### src/rtl/cfg_seq_pkg.sv
package cfg_seq_pkg;

    // Sequencer phases; the encoding carries no meaning outside the block.
    typedef enum logic [2:0] {
        ST_IDLE,
        ST_PROG,
        ST_INIT,
        ST_LOAD,
        ST_SHIFT,
        ST_FLUSH
    } seq_state_e;

endpackage

### src/rtl/cfg_sync.sv
// Multi-stage synchroniser, one independent chain per input bit.
module cfg_sync #(
    parameter int unsigned WIDTH  = 2,
    parameter int unsigned STAGES = 2
) (
    input  logic             clk,
    input  logic             rst_n,
    input  logic [WIDTH-1:0] async_i,
    output logic [WIDTH-1:0] sync_o
);

    for (genvar b = 0; b < WIDTH; b++) begin : g_bit
        logic [STAGES-1:0] chain_q;

        always_ff @(posedge clk or negedge rst_n) begin
            if (!rst_n) begin
                chain_q <= '0;
            end else begin
                chain_q <= {chain_q[STAGES-2:0], async_i[b]};
            end
        end

        assign sync_o[b] = chain_q[STAGES-1];
    end

endmodule

### src/rtl/cfg_cclk_gen.sv
// Configuration clock phase generator. Holds low while not enabled; when
// enabled, alternates low and high phases of max(1, half_i) cycles each and
// flags the last cycle of each high phase.
module cfg_cclk_gen #(
    parameter int unsigned PHASE_W = 8
) (
    input  logic               clk,
    input  logic               rst_n,
    input  logic               en_i,
    input  logic               stop_i,
    input  logic [PHASE_W-1:0] half_i,
    output logic               cclk_o,
    output logic               bit_end_o
);

    typedef struct packed {
        logic [PHASE_W-1:0] cnt;
        logic               hi;
    } gen_state_t;

    gen_state_t q, d;
    logic [PHASE_W-1:0] last;

    always_comb begin
        last = (half_i == '0) ? '0 : half_i - 1'b1;
        bit_end_o = en_i && q.hi && (q.cnt == last);
        d = q;
        if (stop_i) begin
            d.cnt = '0;
            d.hi  = 1'b0;
        end else if (en_i) begin
            if (q.cnt >= last) begin
                d.cnt = '0;
                d.hi  = !q.hi;
            end else begin
                d.cnt = q.cnt + 1'b1;
            end
        end
    end

    always_ff @(posedge clk or negedge rst_n) begin
        if (!rst_n) begin
            q <= '{cnt: '0, hi: 1'b0};
        end else begin
            q <= d;
        end
    end

    assign cclk_o = q.hi;

endmodule

### src/rtl/cfg_loader.sv
module cfg_loader
    import cfg_seq_pkg::*;
#(
    parameter int unsigned LEN_W           = 24,
    parameter int unsigned PHASE_W         = 8,
    parameter int unsigned PROG_LOW_CYCLES = 6250000,
    parameter int unsigned INIT_WAIT_MAX   = 100000,
    parameter int unsigned DONE_PULSE_MAX  = 100000
) (
    input  logic               clk,
    input  logic               rst_n,
    input  logic               start_i,
    input  logic [LEN_W-1:0]   byte_count_i,
    input  logic [PHASE_W-1:0] half_period_i,
    input  logic               s_valid_i,
    input  logic [7:0]         s_data_i,
    input  logic               s_error_i,
    output logic               s_ready_o,
    input  logic               init_b_i,
    input  logic               done_pin_i,
    output logic               prog_b_o,
    output logic               cclk_o,
    output logic               din_o,
    output logic               busy_o,
    output logic               done_o,
    output logic               error_o
);

    localparam int unsigned MAX_AB   = (PROG_LOW_CYCLES > INIT_WAIT_MAX) ? PROG_LOW_CYCLES : INIT_WAIT_MAX;
    localparam int unsigned WAIT_MAX = (MAX_AB > DONE_PULSE_MAX) ? MAX_AB : DONE_PULSE_MAX;
    localparam int unsigned WAIT_W   = $clog2(WAIT_MAX + 1);
    localparam logic [WAIT_W-1:0] PROG_LAST  = WAIT_W'(PROG_LOW_CYCLES - 1);
    localparam logic [WAIT_W-1:0] INIT_LAST  = WAIT_W'(INIT_WAIT_MAX - 1);
    localparam logic [WAIT_W-1:0] FLUSH_LAST = WAIT_W'(DONE_PULSE_MAX - 1);

    typedef struct packed {
        seq_state_e        state;
        logic [LEN_W-1:0]  remain;
        logic [7:0]        shreg;
        logic [2:0]        bit_idx;
        logic [WAIT_W-1:0] wait_cnt;
        logic              prog_b;
        logic              done;
        logic              err;
    } seq_t;

    seq_t q, d;

    logic [1:0] pins_s;
    logic       init_s, done_s;
    logic       run_now, run_next, bit_end;

    cfg_sync #(.WIDTH(2), .STAGES(2)) u_sync (
        .clk     (clk),
        .rst_n   (rst_n),
        .async_i ({done_pin_i, init_b_i}),
        .sync_o  (pins_s)
    );
    assign init_s = pins_s[0];
    assign done_s = pins_s[1];

    assign run_now = (q.state == ST_SHIFT) || (q.state == ST_FLUSH);

    cfg_cclk_gen #(.PHASE_W(PHASE_W)) u_clk (
        .clk       (clk),
        .rst_n     (rst_n),
        .en_i      (run_now),
        .stop_i    (!run_next),
        .half_i    (half_period_i),
        .cclk_o    (cclk_o),
        .bit_end_o (bit_end)
    );

    always_comb begin
        d = q;
        unique case (q.state)
            ST_IDLE: begin
                if (start_i) begin
                    d.done     = 1'b0;
                    d.err      = 1'b0;
                    d.remain   = byte_count_i;
                    d.wait_cnt = '0;
                    d.state    = ST_PROG;
                end
            end
            ST_PROG: begin
                if (q.wait_cnt == PROG_LAST) begin
                    d.wait_cnt = '0;
                    d.state    = ST_INIT;
                end else begin
                    d.wait_cnt = q.wait_cnt + 1'b1;
                end
            end
            ST_INIT: begin
                if (init_s) begin
                    d.wait_cnt = '0;
                    d.state    = (q.remain == '0) ? ST_FLUSH : ST_LOAD;
                end else if (q.wait_cnt == INIT_LAST) begin
                    d.err   = 1'b1;
                    d.state = ST_IDLE;
                end else begin
                    d.wait_cnt = q.wait_cnt + 1'b1;
                end
            end
            ST_LOAD: begin
                if (s_error_i) begin
                    d.err   = 1'b1;
                    d.state = ST_IDLE;
                end else if (s_valid_i) begin
                    d.shreg   = s_data_i;
                    d.bit_idx = '0;
                    d.remain  = q.remain - 1'b1;
                    d.state   = ST_SHIFT;
                end
            end
            ST_SHIFT: begin
                if (bit_end) begin
                    d.shreg   = {q.shreg[6:0], 1'b0};
                    d.bit_idx = q.bit_idx + 1'b1;
                    if (q.bit_idx == 3'd7) begin
                        d.wait_cnt = '0;
                        d.state    = (q.remain == '0) ? ST_FLUSH : ST_LOAD;
                    end
                end
            end
            ST_FLUSH: begin
                if (done_s) begin
                    d.done  = 1'b1;
                    d.state = ST_IDLE;
                end else if (bit_end) begin
                    if (q.wait_cnt == FLUSH_LAST) begin
                        d.err   = 1'b1;
                        d.state = ST_IDLE;
                    end else begin
                        d.wait_cnt = q.wait_cnt + 1'b1;
                    end
                end
            end
            default: d.state = ST_IDLE;
        endcase

        if (d.state == ST_IDLE) begin
            d.shreg = '0;
        end
        d.prog_b = (d.state != ST_PROG);
        run_next = (d.state == ST_SHIFT) || (d.state == ST_FLUSH);
    end

    always_ff @(posedge clk or negedge rst_n) begin
        if (!rst_n) begin
            q <= '{state: ST_IDLE, remain: '0, shreg: '0, bit_idx: '0,
                   wait_cnt: '0, prog_b: 1'b1, done: 1'b0, err: 1'b0};
        end else begin
            q <= d;
        end
    end

    assign s_ready_o = (q.state == ST_LOAD);
    assign prog_b_o  = q.prog_b;
    assign din_o     = q.shreg[7];
    assign busy_o    = (q.state != ST_IDLE);
    assign done_o    = q.done;
    assign error_o   = q.err;

endmodule

### config.mk
export PLATFORM = sky130hd
export DESIGN_NAME = cfg_loader
export DESIGN_NICKNAME = d
export VERILOG_FILES = /design/src/rtl/cfg_seq_pkg.sv /design/src/rtl/cfg_sync.sv /design/src/rtl/cfg_cclk_gen.sv /design/src/rtl/cfg_loader.sv
export SDC_FILE = /design/constraint.sdc
export NUM_CORES = 1
export LEC_CHECK = 0
export ABC_AREA = 1
export ABC_CLOCK_PERIOD_IN_PS = 4600
export BUFFER_PORTS_ARGS = -buffer_cell sky130_fd_sc_hd__buf_2
export CORE_UTILIZATION = 65
export DETAILED_ROUTE_END_ITERATION = 8
export HOLD_SLACK_MARGIN = 0.05
export PLACE_DENSITY = 0.92
export SLEW_MARGIN = 20
export SYNTH_ARGS = -nofsm -noshare
export SYNTH_HDL_FRONTEND = slang
export SYNTH_SLANG_ARGS = --single-unit
### constraint.sdc
create_clock -name clk -period 4.6 [get_ports clk]
set_input_delay 0.69 -clock clk [delete_from_list [all_inputs] [get_ports clk]]
set_output_delay 0.69 -clock clk [all_outputs]
set_load 0.03 [all_outputs]
## Yosys cells after proc, flatten, opt, wreduce, memory -nomap -nowiden

Index checks and enable logic that the tools add are counted.

- Register bits: 77
- Bits of input ports: 47
- Output and inout bits: 7
- Logic and storage cells: 107

- Add/subtract/negate cells: 5
- $lt $le $gt $ge: 1
- Eq/ne operators: 27
- Muxes and demuxes: 39
- Reductions and logical operators: 23

Operators with widths:

| kind | number |
|---|---|
| 2-to-1 mux 23 bit | 7 |
| one-hot mux 23 bit (5 select lines) | 1 |
| one-hot mux 24 bit (2 select lines) | 1 |
| 2-to-1 mux 38 bit | 1 |
| 2-to-1 mux 35 bit | 1 |
| 2-to-1 mux 34 bit | 1 |
| 2-to-1 mux 27 bit | 1 |
| 2-to-1 mux 3 bit | 9 |
| zero test 24 bit | 1 |
| 2-to-1 mux 8 bit | 3 |
| subtractor 24 x 1 -> 24 bit, second input constant | 1 |
| adder 23 x 1 -> 23 bit, second input constant | 1 |
| equality test 23 x 17 -> 1 bit, second input constant | 1 |
| equality test 23 bit, second input constant | 1 |
| one-hot mux 11 bit (2 select lines) | 1 |
| 2-to-1 mux 9 bit | 2 |
| one-hot mux 3 bit (6 select lines) | 1 |
| inequality test 2 bit, second input constant | 8 |
| equality test 3 bit, second input constant | 5 |
| AND reduction 4 bit | 3 |
| AND reduction 6 bit | 2 |
| inequality test 3 x 2 -> 1 bit, second input constant | 3 |
| adder 8 x 1 -> 8 bit, second input constant | 1 |
| equality test 8 bit | 1 |
| 22 further kinds | 38 |

## Logic depth before layout (Yosys ltp)

Gate-level depths: netlist (run 1).

- Word-level depth: 11
- Depth in mapped cells: 22
- Mapped depth without buffers: 22

## Modules after synthesis

Synthesis (run 1) repeated with hierarchy kept, for this count alone.

- Cells, all modules: 905
- Area total of the unflattened synthesis: 6144.6 um^2

Modules (own cells, without submodules):

| module | times used | cells each | area an instance (um^2) | sequential area each (um^2) |
|---|---|---|---|---|
| cfg_loader | 1 | 765 | 5126.2 | 1602.8 |
| cfg_cclk_gen | 1 | 134 | 903.4 | 225.2 |
| cfg_sync | 1 | 6 | 115.1 | 100.1 |

## Least setup slack after synthesis (run 1)

No wires, ideal clock.

- Path type: input to register
- From: input port half_period_i[0]
- To: register q[10] (netlist name)
- Setup time: 0.119 ns
- Data arrival time: 3.040 ns
- Data required time: 4.481 ns
- Setup slack: 1.441 ns
- Stages: 20
- Path buffers: 1
- Cells stage by stage: inv_1 -> ha_1 -> nand2_1 -> inv_1 -> nand2_1 -> nor2_1 -> nand2_1 -> inv_1 -> or2_2 -> ha_1 -> nand2_1 -> nor2_1 -> nand3_2 -> nand2_1 -> nand2_2 -> nor3_4 -> buf_6 -> nand2_2 -> a21oi_1 -> nor2_1

- Word-level cells in the longest chain between the ends: 6
- Elaborated cells between the ends (all ways): 8
- Those cells by class: add/sub (1); eq/ne (3); mux (1); reduce/logical (3)

Ends and longest elaborated chain:

| what | RTL line | text |
|---|---|---|
| from (decl) | cfg_loader.sv:14 | `input logic [PHASE_W-1:0] half_period_i,` |
| subtractor 8 x 1 -> 8 bit or zero test 8 bit (tied branches) | cfg_cclk_gen.sv:25 | `last = (half_i == '0) ? '0 : half_i - 1'b1;` |
| 2-to-1 mux 8 bit * | cfg_cclk_gen.sv:25 |  |
| equality test 8 bit * | cfg_cclk_gen.sv:26 | `bit_end_o = en_i && q.hi && (q.cnt == last);` |
| logical AND 1 bit * | cfg_cclk_gen.sv:26 |  |
| inequality test 2 bit (no source line) | - |  |
| AND reduction 6 bit (no source line) * | - |  |
| to (signal assigned) | cfg_loader.sv:151 | `q <= '{state: ST_IDLE, remain: '0, shreg: '0, bit_idx: '0,` |
| to (decl) | cfg_loader.sv:47 | `seq_t q, d;` |

Mark *: on every way between the ends. The rest lies on a longest branch, timed or not.
A chain may end at the register's enable or synchronous reset.

## Final worst setup path (run 1)

- From: input port half_period_i[0]
- To: register q[8] (netlist name)

Same word-level chain as after synthesis.

==> metrics, run 1 <==
DR vias/cell=around 5.9; syn avg cell area=6.70 µm²; Sw Ratio=46.9%; hold_buf cts=0; Post-Route WL=14.8 mm; CTS Buf Count=9; commonest non-fill, non-tap cell in the layout=nand2_1; grt met3 use=5.58%; first-pass GRT wire length=between 20 and 25 mm; Reg power frac=33.6%; #FFs+latches synth=77; Slew HR=45.1%; DRC=0; Initial DRT Pass Iterations=6; vias=5899; DP Area=5980 µm²; number of global-route vias before repair=5553; # setup viols final=0; total power=2.88 mW; most frequent cells in the layout=nand2_1 (188), inv_1 (126), nor2_1 (105); grt met2 use=58.6%; post-CTS setup buffers=0; Die ar.=about 9100 µm²; crit path kind=in2reg; gpl congestion=0.990; initial antenna violation count=0; Cell Area, Synth=5690 µm²; synth-to-layout area growth=9.15%; most used routing layer in global routing=met2; number of flops mapped to enable cells by yosys=0; fin nets=958; I/O Buffers=53; Ports=54; Critical Path AT=3.70 ns; fin area=6210 µm²; Reg2Reg Depth=12; CTS tree=built; Crit Path Max Fanout=30; Warnings, synthesis=0; Fmax achieved=between 200 and 300 MHz; Max VDD drop=395 µV; Clock Path Buffers=2; largest net degree at the start of global routing=78; Die H=95.5 µm; CTS sink count=just under 80; HPWL after DPL=about 11 mm; leakage power=3.15 nW; grt met1 use=43.1%; Final period util=between 70% and 80%; Seq/Total Area, Yosys=33.9%; GR Overflow Total=0; WL per Instance=14.7 µm; syn_nets=910; Inserted Diodes=0; clock share of power=20.5%; Global Route Usage Sum=about a third; RSZ-0062 raised after global routing=false; final hold vios=0; Required @ worst endpoint=4.90 ns; Worst Setup End Kind=register; num rows=33; Yosys cell types=45; Core Area=around 8300 µm²; initial core utilization=between 60% and 70%; Max Cap Viol=0; fraction of layout instances using a drive strength above 1=11.4%; Post-CTS Resized=0; Iter 0 DRT Violations=between 400 and 500; Post-DRT Antenna Nets=0; P_int=around 1.5 mW; Root Driver=clkbuf_8; H-tree levels=3; status=finished clean; synthesized instance count=849; Worst Hold Class=in2async; Clock transition at path regs=0.10 ns; top_reg_cell synth=dfrtp_1; Comb pwr share=45.9%; Clock Latency Late Sink=~0.37 ns; min Tclk post-route=around 3.4 ns; crit path launch type=input port; skew final=around 0.014 ns; Async SR Flop Fraction=100%; Worst-Margin Slew=approximately 0.82 ns; PD cells=465 nW/µm²; chip width=95.5 µm; setup TNS=0 ns; Net Sw Power=1.35 mW; Slew Viols, Final=0
-- metal layers --
| layer | routed length (µm) | vias to the layer above |
|---|---|---|
| met5 | 0 | - |
| met4 | 343 | 0 |
| met3 | 1070 | 31 |
| met2 | 7140 | 268 |
| met1 | 6270 | 2723 |
| li1 | - | 2877 |
-- worst max-delay path: stages --
cell and delay, ns:
buf_2 0.09, inv_1 0.05, ha_1 0.21, nand2_1 0.10, inv_1 0.06, nand2_1 0.10
nor2_1 0.05, nand2_1 0.10, inv_1 0.08, or2_2 0.28, ha_1 0.30, nand2_1 0.06
nor2_1 0.26, nand3_2 0.13, nand2_1 0.12, nand2_2 0.08, nor3_4 0.15, buf_4 0.34
nand2_4 0.13, o21ai_1 0.18, inv_1 0.06, nor2_1 0.08
-- per-stage QoR --
stage | instances | utilization (%) | hold slack, ns | worst slack, ns
after floorplan | 849 | - | 0.331 | 1.44
after global placement | 991 | 71.7 | 0.336 | 1.08
after detailed placement | 991 | 71.7 | 0.335 | 0.885
after CTS | 1007 | 74.4 | 0.346 | 1.28
after global routing | 1007 | 74.4 | 0.368 | 0.947
final | 1007 | 74.4 | 0.313 | 1.20
-- final cells by class --
type | instances | area (µm²)
multi-input cells | 622 | 3140
clock inverters | 7 | 97.6
clock buffers | 9 | 124
fillers | 660 | 2130
repair buffers | 55 | 287
well taps | 105 | 131
flip-flops and latches | 77 | 1930
inverters | 132 | 495
-- sequential cells by signal (all words and copies together), names as in the netlist --
name / count
u_clk.q: 8
u_sync.g_bit.chain_q: 4
prog_b_o: 1
u_clk.cclk_o: 1
error_o: 1
q: 60
done_o: 1
din_o: 1
-- power groups by stage --
stage	Sequential (mW)	Combinational [mW]	Clock [mW]
2_1_floorplan	0.957	1.03	0
3_3_place_gp	0.968	1.24	0
3_5_place_dp	0.973	1.30	0
4_1_cts	0.963	1.30	0.597
5_1_grt	0.988	1.48	0.620
6_report	0.968	1.32	0.592
-- final timing paths --
check                                            from                    endpoint  slack, ns
max in group asynchronous                       rst_n                       q[18]       3.75
hold / removal                                  rst_n                  u_clk.q[6]       0.31
min in group clk           u_sync.g_bit[0].chain_q[0]  u_sync.g_bit[0].chain_q[1]       0.34
hold reg to reg            u_sync.g_bit[0].chain_q[0]  u_sync.g_bit[0].chain_q[1]       0.34
setup reg to reg                           u_clk.q[6]                        q[8]       2.14
setup / recovery                     half_period_i[0]                        q[8]       1.20
-- synthesized netlist by cell type (all sizes together) (12+ instances only) --
library cell	number	share of area, %
ha	14	3.1
dfrtp	76	33
nand4	26	2.9
a22oi	12	1.6
nor3	21	2.4
nand3	83	7.6
inv	132	8.7
nor2	109	7.6
o21ai	67	6.2
a21oi	55	5.1
nand2	195	13
-- logic make-up (layout without fill, tap and decap cells) --
family / count (synthesis) / in the layout / share of synthesized area, %
AOI/OAI and AO/OA: 151 / 151 / 15.1
xor gates and xnor gates: 13 / 13 / 2.00
adders and majority gates: 14 / 14 / 3.08
buffers and inverters: 150 / 203 / 10.8
DFF: 77 / 77 / 33.9
muxes: 1 / 1 / 0.176
and+or+nand+nor: 443 / 443 / 34.9
Note: power is estimated with default switching activity, not from simulation.
==> inputs of run 2 (changes only) <==
Settings changed: ABC_AREA 1 to 0, ABC_CLOCK_PERIOD_IN_PS 4600 to 3100, CORE_UTILIZATION 65 to 53, PLACE_DENSITY 0.92 to 0.82.
Clock period 4.6 ns to 3.1 ns, I/O delays scaled along.
==> metrics, run 2 <==
most frequent cell after synthesis=o21ai_0; Fillers=752 (+14%); min Tclk post-route=2.87 ns; Worst-Margin Slew=0.962 ns (+0.140 ns); initial core utilization=54.6% (-14 points); adder-cell share of the synthesized area=3.70% (+0.62 points); number of global-route vias before repair=4008 (-28%); synth-to-layout area growth=15.2%; Crit Path Max Fanout=9 (-70%); Ports=54 (unchanged); Net Sw Power=0.844 mW (-38%); critical path buffer and inverter count=2 (-4); top cell type's share of synthesized area=40.2% (+6.7 points); crit path launch type=input port; Final period util=92.5%; synth top area cells=dfrtp_1 (40%), o21ai_0 (11%), nor2_1 (4.9%), nand2_1 (4.0%), a21oi_1 (3.9%); final hold slack=0.216 ns (-0.0969 ns); Comb pwr share=20.7% (-25 points); CP most frequent cell=a21oi_1; number of flops mapped to enable cells by yosys=0 (unchanged); XOR/XNOR share of the synthesized area=0.555% (-1.4 points); syn avg cell area=8.22 µm² (+23%); Max Cap Viol=0 (unchanged); Worst R2R End=u_clk.q[8]; most used routing layer in global routing=met2; largest family of logic cells by synthesized area=simple AND/OR/NAND/NOR gates; Worst Hold Class=in2reg; CTS tree=built; DR vias/cell=6.19 (+5.7%); grt met2 use=39.2% (-19 points); num rows=34 (+3.0%); hold worst-path end=u_sync.g_bit[1].chain_q[0]; CTS sink count=77 (unchanged); Warnings, synthesis=0 (unchanged); most flop-heavy register=q; final hold vios=0 (unchanged); Post-Route WL=11.8 mm (-20%); Clock Latency Late Sink=0.36 ns (about the same); Root Driver=clkbuf_8; Die ar.=9320 µm² (+2.1%); status=finished clean; GR Overflow Total=0 (unchanged); Compound-Gate Fraction of Synth Area=24.7% (+9.7 points); chip width=96.5 µm (+1.0%); hold_buf cts=0 (unchanged); grt met1 use=38.0% (-5.0 points); Clock transition at path regs=0.08 ns (-0.02 ns); Fmax achieved=349 MHz; Clock Path Buffers=2 (unchanged); setup TNS=0 ns (unchanged); Reg power frac=45.8% (+12 points); skew final=0.0113 ns (-0.00302 ns); Largest regs=q x60, u_clk.q x8, u_sync.g_bit.chain_q x4; most instantiated cells after synthesis=o21ai_0 (100), dfrtp_1 (76), nor2_1 (62), nand2_1 (50), a21oi_1 (37); Reg2Reg Depth=7 (-5); Iter 0 DRT Violations=414 (-17%); Seq/Total Area, Yosys=40.7% (+6.8 points); P_int=1.88 mW (+23%); #FFs+latches synth=77 (unchanged); WL per Instance=15.8 µm (+7.4%); DRC=0 (unchanged); clock share of power=33.5% (+13 points); Yosys cell types=60 (+33%); Max VDD drop=367 µV (-7.1%); Async SR Flop Fraction=100% (unchanged); largest net degree at the start of global routing=78 (unchanged); Global Route Usage Sum=26.0% (-8.4 points); cell family with most CP delay=simple AND/OR/NAND/NOR gates; commonest non-fill, non-tap cell in the layout=o21ai_0; first-pass GRT wire length=18.8 mm (-23%); HP Start=done_pin_i; number of cells on the worst hold path=1; HPWL after DPL=8.41 mm (-22%); max FFs per register=60 (unchanged); fraction of layout instances using a drive strength above 1=17.3% (+5.9 points); Cell Area, Synth=4730 µm² (-17%); most frequent cells in the layout=o21ai_0 (100), dfrtp_1 (76), nor2_1 (62); slowest stage delay, CP=0.41 ns (+0.07 ns); H-tree levels=3 (unchanged); initial antenna violation count=0 (unchanged); Post-CTS Resized=0 (unchanged); Slew HR=35.8% (-9.3 points); Die H=96.5 µm (+1.0%); critical-path cell list=buf_2 -> nor3_2 -> nand2_1 -> or4_4 -> buf_4 -> nand2b_1 -> ha_1 -> o21ai_0 -> a21oi_1 -> or3_1 -> a21oi_1 -> o21ai_4 -> nor2_2 -> a22o_1; Post-DRT Antenna Nets=0 (unchanged); critical path's slowest cell=or4_4; Initial DRT Pass Iterations=5 (-1); cell accounting for the most synthesized area=dfrtp_1; Sw Ratio=31.0% (-16 points); vias=4633 (-21%); Inserted Diodes=0 (unchanged); gpl congestion=0.856 (-13%); Slew Viols, Final=0 (unchanged); I/O Buffers=53 (unchanged); Core Area=8680 µm² (+4.1%); synthesized instance count=576 (-32%); Simple-Gate Fraction of Synth Area=26.2% (-8.7 points); post-CTS setup buffers=0 (unchanged); grt met3 use=4.85% (-0.73 points); CTS Buf Count=9 (unchanged); syn_nets=637 (-30%); Critical Path AT=3.16 ns (-0.54 ns); post-synthesis mux area share=0.661% (+0.48 points); Crit path depth=14 (-36%); crit path kind=in2reg; Required @ worst endpoint=3.39 ns (-1.51 ns); Crit Reg-Reg Startpoint=q[15]; fin nets=696 (-27%); R2R Setup Slk=0.49 ns (-1.65 ns); # setup viols final=0 (unchanged); PD cells=499 nW/µm² (+7.4%); leakage power=2.44 nW (-22%); RSZ-0062 raised after global routing=false; top_reg_cell synth=dfrtp_1; Worst Setup End Kind=register
==> run 2: stage by stage <==
stage	worst slack (ns)	utilization (%)	area, µm²	cells	total power [mW]
after detailed placement	-0.130	60.1	5220	732	1.81
after global routing	0.0560	62.9	5460	748	2.88
final	0.233	62.9	5460	748	2.72
after floorplan	0.0225	-	4740	576	1.62
after CTS	0.230	62.8	5450	748	2.73
after global placement	0.0110	60.1	5220	732	1.79
==> run 2: power by group through the flow <==
stage               Sequential (mW)  Clock [mW]  Combinational [mW]
finish                         1.25       0.913               0.564
global route                   1.26       0.982               0.639
CTS                            1.24       0.930               0.558
detailed placement             1.26           0               0.557
global placement               1.25           0               0.536
floorplan                      1.24           0               0.380
==> run 2: worst max-delay path by stage <==
| stage | start | endpoint | slack (ns) |
|---|---|---|---|
| 2_1_floorplan | half_period_i[0] | q[13] | 0.02 |
| 3_3_place_gp | half_period_i[0] | u_clk.q[2] | 0.01 |
| 5_1_grt | half_period_i[3] | q[30] | 0.06 |
| 4_1_cts | half_period_i[3] | u_clk.q[5] | 0.23 |
| 6_report | half_period_i[3] | u_clk.q[5] | 0.23 |
| 3_5_place_dp | half_period_i[1] | u_clk.q[5] | -0.13 |
==> run 2: routing by layer <==
layer,vias up,routed length (µm)
met1,2205,5440
met3,16,703
met5,-,0
met4,0,179
li1,2244,-
met2,168,5500
==> run 2: cells by family after synthesis <==
logic type | Yosys count
fa+ha+maj | 14
simple gates | 239
flops | 77
xor+xnor | 3
mux | 3
compound gates | 199
buf+inv | 41
==> run 2: layout make-up <==
cell class,instances,area [µm²],share of cell area (%)
multi-input combinational,458,2660,48.7
sequential,77,1930,35.3
timing repair buffer,78,455,8.35
tap,108,135,2.48
clock buffer,10,128,2.34
clock inverter,6,111,2.04
inverter,11,41.3,0.757
==> inputs of run 3 (changes only) <==
Settings changed: REMOVE_ABC_BUFFERS set to 1.
==> metrics, run 3 (synthesized netlist as in run 2, its figures left out) <==
fin area=5480 µm² (+0.50%); DRC=0 (unchanged); I/O Buffers=53 (unchanged); Core Area=8680 µm² (unchanged); status=finished clean; Required @ worst endpoint=3.35 ns (-0.04 ns); Global Route Usage Sum=27.0% (+1.0 points); largest net degree at the start of global routing=78 (unchanged); Worst Setup End Kind=register; Fillers=747 (-0.66%); Clock transition at path regs=0.09 ns (about the same); Die ar.=9320 µm² (unchanged); Worst Hold Class=in2async; Final period util=95.5% (+3.0 points); Post-Route WL=12.0 mm (+1.3%); GR Overflow Total=0 (unchanged); Largest regs=q x60, u_clk.q x8, u_sync.g_bit.chain_q x4; WL per Instance=15.9 µm (+0.91%); Clock Latency Late Sink=0.36 ns (about the same); initial antenna violation count=0 (unchanged); R2R Setup Slk=0.52 ns (+0.03 ns); PD cells=485 nW/µm² (-2.9%); Root Driver=clkbuf_8; Initial DRT Pass Iterations=5 (unchanged); crit path kind=in2reg; Crit Reg-Reg Startpoint=q[15]; Reg2Reg Depth=7 (unchanged); # setup viols final=0 (unchanged); min Tclk post-route=2.96 ns (+0.0922 ns); HPWL after DPL=8.39 mm (-0.19%); Die H=96.5 µm (unchanged); Crit Path Max Fanout=7 (-2); Fmax achieved=338 MHz (-3.1%); commonest non-fill, non-tap cell in the layout=o21ai_0; vias=4683 (+1.1%); most flop-heavy register=q; Slew Viols, Final=0 (unchanged); post-CTS setup buffers=0 (unchanged); initial core utilization=54.6% (unchanged); Crit. Startpoint=half_period_i[1]; DP Area=5220 µm² (+0.12%); fraction of layout instances using a drive strength above 1=17.7% (+0.39 points); leakage power=2.45 nW (+0.50%); final hold vios=0 (unchanged); Critical Path AT=3.21 ns (+0.05 ns); CTS Buf Count=9 (unchanged); CTS sink count=77 (unchanged); max FFs per register=60 (unchanged); Worst R2R End=u_clk.q[8]; Max VDD drop=300 µV (-18%); Ports=54 (unchanged); Slew HR=29.9% (-5.9 points); Post-DRT Antenna Nets=0 (unchanged); number of global-route vias before repair=4257 (+6.2%); first-pass GRT wire length=19.6 mm (+3.8%); Max Cap Viol=0 (unchanged); DR vias/cell=6.24 (+0.68%); total power=2.66 mW (-2.4%); crit path launch type=input port; Worst-Margin Slew=1.05 ns (+0.0891 ns); num rows=34 (unchanged); Clock Path Buffers=2 (unchanged); skew final=0.0119 ns (+0.000605 ns); H-tree levels=3 (unchanged); most frequent cells in the layout=o21ai_0 (99), dfrtp_1 (76), nor2_1 (61); Inserted Diodes=0 (unchanged); fin nets=699 (+0.43%); gpl congestion=0.905 (+5.7%); synth-to-layout area growth=15.8%; chip width=96.5 µm (unchanged); Iter 0 DRT Violations=419 (+1.2%); CTS tree=built
## run 3: critical path: stages
cell	delay, ns
buf_2	0.12
inv_1	0.09
ha_1	0.18
nand2_1	0.07
or4_1	0.44
and2_1	0.20
ha_1	0.32
and3_4	0.21
nand3_2	0.14
o22a_1	0.26
or2_2	0.40
o41ai_2	0.32
## run 3: per-stage QoR
stage | std cells | hold slack [ns] | TNS [ns] | setup WS [ns] | utilization (%)
after floorplan | 546 | 0.169 | -4.66 | -0.294 | -
after global placement | 734 | 0.338 | -0.399 | -0.0754 | 60.2
after detailed placement | 734 | 0.338 | -4.55 | -0.216 | 60.2
after CTS | 750 | 0.213 | 0 | 0.133 | 62.7
after global routing | 751 | 0.114 | -0.0698 | -0.0430 | 63.2
final | 751 | 0.0753 | 0 | 0.140 | 63.2
## run 3: layout make-up
cell class                 count  area (µm²)  area share, %
timing repair buffer          81         490           8.95
inverter                      11        41.3          0.753
multi-input combinational    458        2670           48.7
tap                          108         135           2.46
clock inverter                 5        85.1           1.55
sequential                    77        1930           35.2
clock buffer                  11         131           2.40
## run 3: power by group
part	internal [mW]	leakage (nW)	switching, mW
logic	0.224	1.32	0.343
clock network	0.457	0.104	0.384
registers	1.12	1.02	0.124
## run 3: worst max-delay path by stage
stage | endpoint | slack, ns | depth (start not counted)
final | q[13] | 0.14 | 12
after global routing | u_clk.q[8] | -0.04 | 14
after CTS | u_clk.q[8] | 0.13 | 13
after detailed placement | q[13] | -0.22 | 12
after global placement | q[13] | -0.08 | 11
after floorplan | q[22] | -0.29 | 11
## run 3: per-layer routing
layer | part of all wire [%] | vias up | track usage [%]
li1 | - | 2244 | -
met1 | 44 | 2230 | 36.1
met2 | 47 | 179 | 42.4
met3 | 5.7 | 30 | 4.30
met4 | 2.9 | 0 | 14.0
met5 | 0 | - | 0
## run 3: what timing repair did
item	CTS	global route
gates resized for setup	0	6
endpoints found under the setup margin	0	21
hold buffers	0	0
